`src/rtl/tlbx_pkg.sv`:
```
package tlbx_pkg;

  localparam int VA_W   = 32;
  localparam int PA_W   = 36;
  localparam int PG_SH  = 12;
  localparam int MID_SH = 18;
  localparam int BIG_SH = 24;
  localparam int VTAG_W = VA_W - PG_SH;
  localparam int PPN_W  = PA_W - PG_SH;
  localparam int CTX_W  = 8;

  typedef struct packed {
    logic              valid;
    logic [VTAG_W-1:0] vtag;
    logic [1:0]        psize;
    logic [CTX_W-1:0]  ctx;
    logic [2:0]        acc;
    logic [PPN_W-1:0]  ppn;
    logic              cache;
    logic              mod;
  } tlbx_entry_t;

  typedef enum logic [1:0] {
    RES_OK     = 2'd0,
    RES_MISS   = 2'd1,
    RES_FAULT  = 2'd2,
    RES_MODIFY = 2'd3
  } tlbx_res_e;

  typedef enum logic [1:0] {
    KIND_READ  = 2'd0,
    KIND_WRITE = 2'd1,
    KIND_EXEC  = 2'd2,
    KIND_RSVD  = 2'd3
  } tlbx_kind_e;

  // Tag bits (address bits 31..12) that take part in the compare for a size code.
  function automatic logic [VTAG_W-1:0] page_mask(input logic [1:0] psize);
    logic [VTAG_W-1:0] m;
    case (psize)
      2'b00:   m = {VTAG_W{1'b1}};
      2'b01:   m = {VTAG_W{1'b1}} << (MID_SH - PG_SH);
      2'b10:   m = {VTAG_W{1'b1}} << (BIG_SH - PG_SH);
      default: m = '0;
    endcase
    return m;
  endfunction

endpackage

```
`src/rtl/tlbx_store.sv`:
```
module tlbx_store
  import tlbx_pkg::*;
#(
  parameter int NUM_ENTRIES = 4,
  parameter int IDX_W       = 2
) (
  input  logic                          clk,
  input  logic                          rst_n,
  input  logic                          wr_en,
  input  logic [IDX_W-1:0]              wr_idx,
  input  tlbx_entry_t                   wr_entry,
  input  logic                          inv_all,
  output tlbx_entry_t [NUM_ENTRIES-1:0] table_q
);

  logic [NUM_ENTRIES-1:0] valid_vec;

  for (genvar g = 0; g < NUM_ENTRIES; g++) begin : g_slot
    tlbx_entry_t slot_q;
    always_ff @(posedge clk or negedge rst_n) begin
      if (!rst_n) begin
        slot_q <= '0;
      end else if (inv_all) begin
        slot_q.valid <= 1'b0;
      end else if (wr_en && (wr_idx == IDX_W'(g))) begin
        slot_q <= wr_entry;
      end
    end
    assign table_q[g]   = slot_q;
    assign valid_vec[g] = slot_q.valid;
  end

  AST_FLUSH_EMPTIES: assert property (@(posedge clk) disable iff (!rst_n)
    inv_all |=> (valid_vec == '0));

  AST_LOAD_LANDS: assert property (@(posedge clk) disable iff (!rst_n)
    (wr_en && !inv_all && (int'(wr_idx) < NUM_ENTRIES))
      |=> (table_q[$past(wr_idx)] == $past(wr_entry)));

endmodule

```
`src/rtl/tlbx_match.sv`:
```
module tlbx_match
  import tlbx_pkg::*;
(
  input  logic              ent_valid,
  input  logic [VTAG_W-1:0] ent_vtag,
  input  logic [1:0]        ent_psize,
  input  logic [CTX_W-1:0]  ent_ctx,
  input  logic [1:0]        ent_acc_hi,
  input  logic [VTAG_W-1:0] va_tag,
  input  logic [CTX_W-1:0]  cur_ctx,
  output logic              hit
);

  logic [VTAG_W-1:0] diff;
  logic              tag_ok;
  logic              ctx_ok;

  always_comb begin
    diff   = (va_tag ^ ent_vtag) & page_mask(ent_psize);
    tag_ok = (diff == '0);
    // Supervisor-only codes (6 and 7) are shared across all contexts.
    ctx_ok = (ent_ctx == cur_ctx) || (ent_acc_hi == 2'b11);
    hit    = ent_valid && tag_ok && ctx_ok;
  end

endmodule

```
`src/rtl/tlbx_perm.sv`:
```
module tlbx_perm
  import tlbx_pkg::*;
(
  input  logic [2:0]  acc,
  input  tlbx_kind_e  kind,
  input  logic        is_priv,
  output logic        allowed
);

  logic may_rd, may_wr, may_ex;

  always_comb begin
    case (acc)
      3'd0:    {may_rd, may_wr, may_ex} = 3'b100;
      3'd1:    {may_rd, may_wr, may_ex} = 3'b110;
      3'd2:    {may_rd, may_wr, may_ex} = 3'b101;
      3'd3:    {may_rd, may_wr, may_ex} = 3'b111;
      3'd4:    {may_rd, may_wr, may_ex} = 3'b001;
      3'd5:    {may_rd, may_wr, may_ex} = is_priv ? 3'b110 : 3'b100;
      3'd6:    {may_rd, may_wr, may_ex} = is_priv ? 3'b101 : 3'b000;
      default: {may_rd, may_wr, may_ex} = is_priv ? 3'b111 : 3'b000;
    endcase
    case (kind)
      KIND_WRITE: allowed = may_wr;
      KIND_EXEC:  allowed = may_ex;
      default:    allowed = may_rd;
    endcase
  end

endmodule

```
`src/rtl/tlbx_lookup.sv`:
```
module tlbx_lookup
  import tlbx_pkg::*;
#(
  parameter int NUM_ENTRIES = 4,
  parameter int IDX_W       = (NUM_ENTRIES > 1) ? $clog2(NUM_ENTRIES) : 1
) (
  input  logic              clk,
  input  logic              rst_n,
  input  logic              xlate_en,
  input  logic [CTX_W-1:0]  cur_ctx,
  input  logic              req_valid,
  output logic              req_ready,
  input  logic [VA_W-1:0]   req_vaddr,
  input  logic [1:0]        req_kind,
  input  logic              req_super,
  output logic              rsp_valid,
  input  logic              rsp_ready,
  output logic [1:0]        rsp_code,
  output logic [PA_W-1:0]   rsp_paddr,
  output logic              rsp_cacheable,
  input  logic              wr_en,
  input  logic [IDX_W-1:0]  wr_idx,
  input  logic              wr_valid,
  input  logic [VTAG_W-1:0] wr_vtag,
  input  logic [1:0]        wr_psize,
  input  logic [CTX_W-1:0]  wr_ctx,
  input  logic [2:0]        wr_acc,
  input  logic [PPN_W-1:0]  wr_ppn,
  input  logic              wr_cacheable,
  input  logic              wr_modified,
  input  logic              inv_all
);

  localparam int PAD_W = PA_W - VA_W;

  tlbx_entry_t                   wr_entry;
  tlbx_entry_t [NUM_ENTRIES-1:0] tbl;
  logic [NUM_ENTRIES-1:0]        hit_vec;
  logic [NUM_ENTRIES-1:0]        win_vec;

  always_comb begin
    wr_entry.valid = wr_valid;
    wr_entry.vtag  = wr_vtag;
    wr_entry.psize = wr_psize;
    wr_entry.ctx   = wr_ctx;
    wr_entry.acc   = wr_acc;
    wr_entry.ppn   = wr_ppn;
    wr_entry.cache = wr_cacheable;
    wr_entry.mod   = wr_modified;
  end

  tlbx_store #(.NUM_ENTRIES(NUM_ENTRIES), .IDX_W(IDX_W)) u_store (
    .clk      (clk),
    .rst_n    (rst_n),
    .wr_en    (wr_en),
    .wr_idx   (wr_idx),
    .wr_entry (wr_entry),
    .inv_all  (inv_all),
    .table_q  (tbl)
  );

  for (genvar g = 0; g < NUM_ENTRIES; g++) begin : g_cmp
    tlbx_match u_match (
      .ent_valid  (tbl[g].valid),
      .ent_vtag   (tbl[g].vtag),
      .ent_psize  (tbl[g].psize),
      .ent_ctx    (tbl[g].ctx),
      .ent_acc_hi (tbl[g].acc[2:1]),
      .va_tag     (req_vaddr[VA_W-1:PG_SH]),
      .cur_ctx    (cur_ctx),
      .hit        (hit_vec[g])
    );
  end

  // Lowest-index hit wins; only the fields needed downstream are selected.
  logic              any_hit;
  logic [2:0]        sel_acc;
  logic [1:0]        sel_psize;
  logic [PPN_W-1:0]  sel_ppn;
  logic              sel_cache;
  logic              sel_mod;

  always_comb begin
    win_vec   = '0;
    any_hit   = 1'b0;
    sel_acc   = '0;
    sel_psize = '0;
    sel_ppn   = '0;
    sel_cache = 1'b0;
    sel_mod   = 1'b0;
    for (int i = 0; i < NUM_ENTRIES; i++) begin
      if (hit_vec[i] && !any_hit) begin
        win_vec[i] = 1'b1;
        any_hit    = 1'b1;
        sel_acc    = tbl[i].acc;
        sel_psize  = tbl[i].psize;
        sel_ppn    = tbl[i].ppn;
        sel_cache  = tbl[i].cache;
        sel_mod    = tbl[i].mod;
      end
    end
  end

  logic perm_ok;

  tlbx_perm u_perm (
    .acc     (sel_acc),
    .kind    (tlbx_kind_e'(req_kind)),
    .is_priv (req_super),
    .allowed (perm_ok)
  );

  logic [VA_W-1:0] off_mask;
  logic [PA_W-1:0] xl_paddr;
  logic            is_write;
  tlbx_res_e       nxt_code;
  logic [PA_W-1:0] nxt_paddr;
  logic            nxt_cache;

  always_comb begin
    off_mask = ~{page_mask(sel_psize), {PG_SH{1'b0}}};
    xl_paddr = ({sel_ppn, {PG_SH{1'b0}}} & ~{{PAD_W{1'b0}}, off_mask})
             | {{PAD_W{1'b0}}, req_vaddr & off_mask};
    is_write = (tlbx_kind_e'(req_kind) == KIND_WRITE);

    nxt_code  = RES_OK;
    nxt_paddr = '0;
    nxt_cache = 1'b0;
    if (!xlate_en) begin
      nxt_paddr = {{PAD_W{1'b0}}, req_vaddr};
    end else if (!any_hit) begin
      nxt_code = RES_MISS;
    end else if (!perm_ok) begin
      nxt_code = RES_FAULT;
    end else if (is_write && !sel_mod) begin
      nxt_code = RES_MODIFY;
    end else begin
      nxt_paddr = xl_paddr;
      nxt_cache = sel_cache;
    end
  end

  // One-deep response stage.
  logic      accept;
  tlbx_res_e code_q;

  assign req_ready = !rsp_valid || rsp_ready;
  assign accept    = req_valid && req_ready;
  assign rsp_code  = code_q;

  always_ff @(posedge clk or negedge rst_n) begin
    if (!rst_n) begin
      rsp_valid     <= 1'b0;
      code_q        <= RES_OK;
      rsp_paddr     <= '0;
      rsp_cacheable <= 1'b0;
    end else if (accept) begin
      rsp_valid     <= 1'b1;
      code_q        <= nxt_code;
      rsp_paddr     <= nxt_paddr;
      rsp_cacheable <= nxt_cache;
    end else if (rsp_ready) begin
      rsp_valid     <= 1'b0;
    end
  end

  AST_ONE_WINNER: assert property (@(posedge clk) disable iff (!rst_n)
    $onehot0(win_vec));

  AST_ACCEPT_RESPONDS: assert property (@(posedge clk) disable iff (!rst_n)
    accept |=> rsp_valid);

  AST_HOLD_STALLED: assert property (@(posedge clk) disable iff (!rst_n)
    (rsp_valid && !rsp_ready) |=> (rsp_valid && $stable(rsp_code)
      && $stable(rsp_paddr) && $stable(rsp_cacheable)));

  AST_BYPASS_IDENTITY: assert property (@(posedge clk) disable iff (!rst_n)
    (accept && !xlate_en) |=> (rsp_code == RES_OK
      && rsp_paddr == {{PAD_W{1'b0}}, $past(req_vaddr)}));

  AST_NO_HIT_MISSES: assert property (@(posedge clk) disable iff (!rst_n)
    (accept && xlate_en && (hit_vec == '0)) |=> (rsp_code == RES_MISS));

  AST_NONOK_QUIET: assert property (@(posedge clk) disable iff (!rst_n)
    (rsp_valid && rsp_code != RES_OK) |-> (rsp_paddr == '0 && !rsp_cacheable));

  AST_USER_KEPT_OUT: assert property (@(posedge clk) disable iff (!rst_n)
    (accept && xlate_en && any_hit && !req_super && sel_acc[2:1] == 2'b11)
      |=> (rsp_code == RES_FAULT));

endmodule

```
`config.mk`:
```
export PLATFORM = sky130hd
export DESIGN_NAME = tlbx_lookup
export DESIGN_NICKNAME = d
export VERILOG_FILES = /design/src/rtl/tlbx_pkg.sv /design/src/rtl/tlbx_store.sv /design/src/rtl/tlbx_match.sv /design/src/rtl/tlbx_perm.sv /design/src/rtl/tlbx_lookup.sv
export SDC_FILE = /design/constraint.sdc
export NUM_CORES = 1
export LEC_CHECK = 0
export ABC_AREA = 1
export ABC_CLOCK_PERIOD_IN_PS = 2500
export BUFFER_PORTS_ARGS = -buffer_cell sky130_fd_sc_hd__buf_2
export CORE_MARGIN = 4
export CORE_UTILIZATION = 55
export CTS_BUF_LIST = sky130_fd_sc_hd__clkbuf_4 sky130_fd_sc_hd__clkbuf_8
export DETAILED_ROUTE_END_ITERATION = 10
export GPL_TIMING_DRIVEN = 1
export HOLD_SLACK_MARGIN = 0.15
export PLACE_DENSITY = 0.79
export SLEW_MARGIN = 20
export SYNTH_ARGS = -nofsm -noshare
export SYNTH_HDL_FRONTEND = slang
export SYNTH_SLANG_ARGS = --single-unit
```
`constraint.sdc`:
```
create_clock -name clk -period 2.5 [get_ports clk]
set_input_delay 0.25 -clock clk [delete_from_list [all_inputs] [get_ports clk]]
set_output_delay 0.25 -clock clk [all_outputs]
set_load 0.02 [all_outputs]
```
After elaboration in Yosys (flattened, before gate mapping)

Index checks and enable logic that the tools add are counted.

Equal/unequal tests: 29
Mux-type cells: 58
Bitwise logic cells: 14
Reductions and logical operators: 52

Operator list:

| kind                                                             | count |
|---|---|
| 20-bit one-hot mux with 3 select lines                           | 5 |
| 60-bit 2-to-1 mux                                                | 4 |
| 36-bit 2-to-1 mux                                                | 4 |
| 24-bit 2-to-1 mux                                                | 4 |
| 20-bit bitwise AND                                               | 4 |
| 20-bit zero test                                                 | 4 |
| 20-bit XOR                                                       | 4 |
| 36-bit bitwise AND                                               | 1 |
| 32-bit inverter with 36-bit output                               | 1 |
| 36-bit by 32-bit bitwise OR with 36-bit output                   | 1 |
| 32-bit bitwise AND                                               | 1 |
| 8-bit == test                                                    | 4 |
| 32-bit inverter                                                  | 1 |
| 2-bit == test (second input constant)                            | 12 |
| 1-bit 2-to-1 mux                                                 | 22 |
| 2-bit 2-to-1 mux                                                 | 9 |
| 3-bit 2-to-1 mux                                                 | 6 |
| 1-bit logical AND                                                | 17 |
| 2-bit by 1-bit == test with 1-bit output (second input constant) | 7 |
| 2-bit zero test                                                  | 6 |
| 1-bit one-hot mux with 4 select lines                            | 3 |
| 2-bit nonzero test                                               | 5 |
| 3-bit == test (second input constant)                            | 3 |
| 2-bit AND reduction                                              | 4 |
| other kinds (10)                                                 | 21 |

Flip-flop bits (word level): 280
Logic and storage cells: 189

Longest topological paths before layout

Depth after elaboration: 26
Gate-level depth with buffers: 26
Mapped depth without buffers: 24

By module

A second synthesis with hierarchy kept.

Cells, all modules: 2173
Area total of the unflattened synthesis: 15030.7 µm²

By module, submodules not included:

| module      | cells an instance | area each (µm²) | times used |
|---|---|---|---|
| tlbx_store  | 1061              | 9516.6          | 1 |
| tlbx_lookup | 486               | 3042.9          | 1 |
| tlbx_match  | 152               | 595.6           | 4 |
| tlbx_perm   | 18                | 88.8            | 1 |

Worst setup path after synthesis

Ideal clock, no wire load.

Path type: input to register
Start: input cur_ctx[7]
End: register rsp_paddr[15]
Path slack: 183 ps
Stages: 21
Buffers on the path: 3
Data required time: 2383 ps
Data arrival time: 2200 ps
Cell sequence: buf_2 > xnor2_1 > nand2_1 > nor2_1 > nand2_1 > nand2_1 > nand3_1 > nor2_4 > nor2_4 > nand3_2 > buf_4 > nor2_1 > nor2_1 > nand2_1 > inv_2 > buf_2 > nor2_1 > nand4_1 > nand2_1 > nand2_1 > nand2_1

Longest elaborated chain between the ends: 23
Elaborated cells on any way between the ends: 69
Those cells by class: 12 x eq/ne; 29 x mux; 5 x bitwise; 23 x reduce/logical

RTL lines:

| what                                           | RTL line           | source |
|---|---|---|
| start: declaration                             | tlbx_lookup.sv:10  | `input logic [CTX_W-1:0] cur_ctx,` |
| 8-bit == test                                  | tlbx_match.sv:22   | `ctx_ok = (ent_ctx == cur_ctx) \|\| (ent_acc_hi == 2'b11);` |
| 1-bit logical OR                               | tlbx_match.sv:22   |  |
| 1-bit logical AND                              | tlbx_match.sv:23   | `hit = ent_valid && tag_ok && ctx_ok;` |
| 1-bit 2-to-1 mux                               | tlbx_lookup.sv:92  | `if (hit_vec[i] && !any_hit) begin` |
| 1-bit zero test                                | tlbx_lookup.sv:92  |  |
| 1-bit logical AND                              | tlbx_lookup.sv:92  |  |
| 1-bit 2-to-1 mux                               | tlbx_lookup.sv:92  |  |
| 1-bit zero test                                | tlbx_lookup.sv:92  |  |
| [... 7 more ...]                               | -                  |  |
| 32-bit inverter                                | tlbx_lookup.sv:121 | `off_mask = ~{page_mask(sel_psize), {PG_SH{1'b0}}};` |
| 32-bit inverter with 36-bit output             | tlbx_lookup.sv:122 | `xl_paddr = ({sel_ppn, {PG_SH{1'b0}}} & ~{{PAD_W{1'b0}}, off_mask})` |
| 36-bit bitwise AND                             | tlbx_lookup.sv:122 |  |
| 36-bit by 32-bit bitwise OR with 36-bit output | tlbx_lookup.sv:123 | `\| {{PAD_W{1'b0}}, req_vaddr & off_mask};` |
| 36-bit 2-to-1 mux                              | tlbx_lookup.sv:135 | `end else if (is_write && !sel_mod) begin` |
| 36-bit 2-to-1 mux                              | tlbx_lookup.sv:133 | `end else if (!perm_ok) begin` |
| 36-bit 2-to-1 mux *                            | tlbx_lookup.sv:131 | `end else if (!any_hit) begin` |
| 36-bit 2-to-1 mux *                            | tlbx_lookup.sv:129 | `if (!xlate_en) begin` |
| end signal: assignment                         | tlbx_lookup.sv:160 | `rsp_paddr <= nxt_paddr;` |
| end: declaration                               | tlbx_lookup.sv:19  | `output logic [PA_W-1:0] rsp_paddr,` |

Mark *: on every way between the ends. The rest lies on a longest branch, timed or not.
A chain may end at the register's enable or synchronous reset.

Final worst setup path

Start: register u_store.g_slot[0].slot_q (netlist bit u_store.table_q[38])
End: register rsp_paddr[26]

Longest elaborated chain between the ends: 26
Elaborated cells on any way between the ends: 65
Those cells by class: 10 x eq/ne; 30 x mux; 6 x bitwise; 19 x reduce/logical

RTL lines:

| what                                           | RTL line           | source |
|---|---|---|
| start: declaration                             | tlbx_store.sv:19   | `tlbx_entry_t slot_q;` |
| start signal: assignment                       | tlbx_store.sv:26   | `slot_q <= wr_entry;` |
| 2-bit == test (tied with other cells)          | tlbx_pkg.sv:40     | `case (psize)` |
| 20-bit one-hot mux with 3 select lines         | tlbx_pkg.sv:40     |  |
| 20-bit bitwise AND                             | tlbx_match.sv:19   | `diff = (va_tag ^ ent_vtag) & page_mask(ent_psize);` |
| 20-bit zero test                               | tlbx_match.sv:20   | `tag_ok = (diff == '0);` |
| 1-bit logical AND (2 in series)                | tlbx_match.sv:23   |  |
| 1-bit 2-to-1 mux                               | tlbx_lookup.sv:92  |  |
| 1-bit zero test                                | tlbx_lookup.sv:92  |  |
| 1-bit logical AND                              | tlbx_lookup.sv:92  |  |
| [... 9 more ...]                               | -                  |  |
| 32-bit inverter                                | tlbx_lookup.sv:121 |  |
| 32-bit inverter with 36-bit output             | tlbx_lookup.sv:122 |  |
| 36-bit bitwise AND                             | tlbx_lookup.sv:122 |  |
| 36-bit by 32-bit bitwise OR with 36-bit output | tlbx_lookup.sv:123 |  |
| 36-bit 2-to-1 mux                              | tlbx_lookup.sv:135 |  |
| 36-bit 2-to-1 mux                              | tlbx_lookup.sv:133 |  |
| 36-bit 2-to-1 mux *                            | tlbx_lookup.sv:131 |  |
| 36-bit 2-to-1 mux *                            | tlbx_lookup.sv:129 |  |

Marked as above.

==> impl_metrics.toml <==
[pwr]
switching_share_pct = 30.98
vdd_ir_drop_max_uv = 514.0
power_frac_comb_pct = 19.8
power_frac_seq_pct = 46.8
p_leak_nw = 9.761
net-switching-power_w = 0.003916
powerDensity_nw_per_um2 = 679.0
internal_power_w = 0.008724
power_frac_clock_pct = 33.4

[grt]
met1_usage_pct = 40.06
grt-busiest-layer = "met2"
grt_overflow_total = 0
met2_usage_pct = 47.26
antenna_found_initial = 0
met3_usage_pct = 6.562
grt_pass1_vias = 13760
track_usage_pct = 29.79
grt_pass1_wl_um = 69600
grt_max_degree = 108

[routing]
drtPass1Iterations = 6
avgViaCountPerCell = 5.461
wire_per_inst_um = 16.55
vias = 14320
wl_um = 43420
drc = 0
drtIter0Drc = 1495
antenna_left = 0

[timing]
clock_skew_ns = 0.01722
setup_viol = 39
hold_viol_final = 0
slew_headroom_pct = 51.24
worst_slack_ns = -0.3641
rsz0062_at_grt = "yes"
fmax_mhz = 349.1
fin_crit_sh_pct = 114.6
drv_slew = 0
final.min_clock_period_ns = 2.864
timing_worst_slew_pin_value_ns = 0.7306

[floorplanning]
ios = 153
core.rowCount = 58
die-area_um2 = 28540
dieHeight_um = 168.9
initial_utilization_pct = 56.24
chipWidth_um = 168.9
core_um2 = 25330

[yosys]
synth_seq_cells = 280
ys_warn_count = 0
async_flop_share_pct = 100.0
synth_area_um2 = 14240
synth_edf_count = 0
syn_avg_cell_area_um2 = 7.430
syn_nets = 2031
netlist.area_leader.share_pct = 49.19
syn_inst = 1917
synth.largest_area_cell = "dfrtp_1"
ys_types = 38
yosysSeqAreaShare_pct = 49.19
synthFlopType = "dfrtp_1"
yosys-top-cells-area = "dfrtp_1, nand2_1, o21ai_0"

[job]
cap_viol_max_count = 0

[final_layout]
area_growth_pct = 30.69
n_fill_cell = 1853
drive_above_1_share_pct = 23.11
final_cells = 2623
antenna_cells = 0
nets = 2374

[critical_path]
cp-end-kind = "flip-flop"
critPathMaxStageDelay_ns = 0.42
cp.required_ns = 2.99
crit_fanout = 7
critPathSlowestCell = "dfrtp_2"
start_kind = "flip-flop"
arrival_ns = 3.36
critical_path_class = "reg2reg"
crit_chain = "buf_6 > nand2_8 > nand3_2 > nand2_2 > nor2_2 > nand2_2 > nor2_4 > nand4_4 > buf_6 > nand3_2 > nand2_1 > nor2_4 > nand2_2 > nand2_1 > nand2_1 > nand2_1 > nand2_2 > nand2_4 > buf_6 > nand4_1 > a21oi_2"

[clock_tree]
cts.path.max_buffers = 3
clock_latency_ns = 0.57
path_clk_slew_ns = 0.07
htree_levels = 2
ctsRootBufferMaster = "clkbuf_8"
cts.sinks = 280
numCtsBuffers = 47
cts_tree = "done"

[min_path]
min_path_type = "in2async"

[place]
dp_cells = 2427
dp_hpwl_um = 28950
dp_slack_ns = -0.4729
port_buffers = 152
gp_routability_congestion = 0.9652

[run_status]
status = "finished, violations left"
violations = "setup timing"
[flip-flops by register name, indices dropped and copies added (netlist names)]
signal / count
rsp_cacheable: 1
rsp_valid: 1
rsp_paddr: 36
u_store.table_q: 240
rsp_code: 2
[worst max-delay path, delay by kind of cell, from the launching register on]
| family | cells | cell delay [ns] |
|---|---|---|
| AOI/OAI and AO/OA | 1 | 0.22 |
| DFF | 1 | 0.42 |
| and+or+nand+nor | 17 | 1.72 |
| buffers and inverters | 3 | 0.43 |
[worst paths after layout]
check	cells after the start	start	slack, ns	endpoint
max in group asynchronous	3	rst_n	1.46	u_store.table_q[134]
hold reg to reg	2	rsp_paddr[1]	0.48	rsp_paddr[1]
hold / removal	2	rst_n	0.17	u_store.table_q[226]
setup / recovery	21	u_store.table_q[38]	-0.36	rsp_paddr[26]
setup reg to reg	21	u_store.table_q[38]	-0.36	rsp_paddr[26]
min in group clk	4	req_vaddr[19]	0.20	rsp_paddr[19]
[cells in the mapped netlist, types with 6 or more instances]
cell type	n
buf_2	19
nor2_1	123
a21oi_1	41
nand2_1	696
inv_1	167
inv_2	28
nand3_1	73
dfrtp_1	280
o21ai_1	13
nand2_2	17
clkbuf_1	59
nand3b_1	8
nand4_1	32
o21ai_0	270
a22oi_1	6
xnor2_1	36
[per-layer routing]
| layer | part of all wire (%) | wire [µm] |
|---|---|---|
| met1 | 41 | 17750 |
| met2 | 47 | 20210 |
| met3 | 8.5 | 3688 |
| met4 | 4.1 | 1779 |
| met5 | 0 | 0 |
[cell usage in the layout, fill, tap and decap left out, types with 15 or more instances in the layout]
cell type / netlist / layout
nand3_2: 2 / 15
nor2_2: 3 / 19
nand2_2: 17 / 34
nand4_1: 32 / 32
dfrtp_1: 280 / 278
buf_6: 2 / 17
dlygate4sd3_1: 0 / 83
inv_1: 167 / 164
buf_2: 19 / 151
xnor2_1: 36 / 34
o21ai_0: 270 / 267
nand3_1: 73 / 59
nor2_1: 123 / 98
buf_4: 5 / 112
a21oi_1: 41 / 35
inv_2: 28 / 29
nand2_1: 696 / 667
clkbuf_8: 0 / 59
[repair_timing]
action / CTS / global route
endpoints found under the hold margin: 538 / 0
gates resized for setup: 46 / 83
endpoints found under the setup margin: 39 / 39
hold buffers: 83 / 0
gates cloned: 4 / 3
buffers inserted: 11 / 14
pin swaps: 6 / 52
[metrics by stage]
step	instance area, µm²	total power (W)	utilization (%)	setup TNS, ns	hold WS (ns)
2_1_floorplan	14240	0.007256	-	0	-0.04559
3_3_place_gp	16100	0.008074	63.55	-13.16	0.1544
3_5_place_dp	16100	0.008186	63.55	-14.96	0.1604
4_1_cts	18170	0.01256	71.76	-6.063	0.1639
5_1_grt	18620	0.01332	73.50	-17.17	0.1826
6_report	18620	0.01264	73.50	-11.95	0.1676
[area by class of cell]
type / instances / area, µm² / share of cell area (%)
Sequential cell: 280 / 7009 / 37.65
Tap cell: 330 / 412.9 / 2.218
Clock inverter: 9 / 60.06 / 0.3226
Clock buffer: 73 / 917.1 / 4.927
Timing Repair Buffer: 378 / 2914 / 15.65
Inverter: 198 / 753.2 / 4.046
Timing Repair inverter: 2 / 12.51 / 0.06721
Multi-Input combinational cell: 1353 / 6536 / 35.11
[logic make-up after synthesis]
family,share of synthesized area (%)
compound gates,12.34
simple gates,28.04
fa+ha+maj,0.1757
flops,49.19
xor+xnor,2.275
buf+inv,7.976
[power by group through the flow]
stage               clock [W]  combinational [W]  sequential [W]
floorplan                   0            0.00137         0.00589
global placement            0            0.00216         0.00592
detailed placement          0            0.00224         0.00595
CTS                   0.00427            0.00240         0.00589
global route          0.00449            0.00283         0.00601
finish                0.00422            0.00250         0.00592
(Power assumes the default switching activity.)
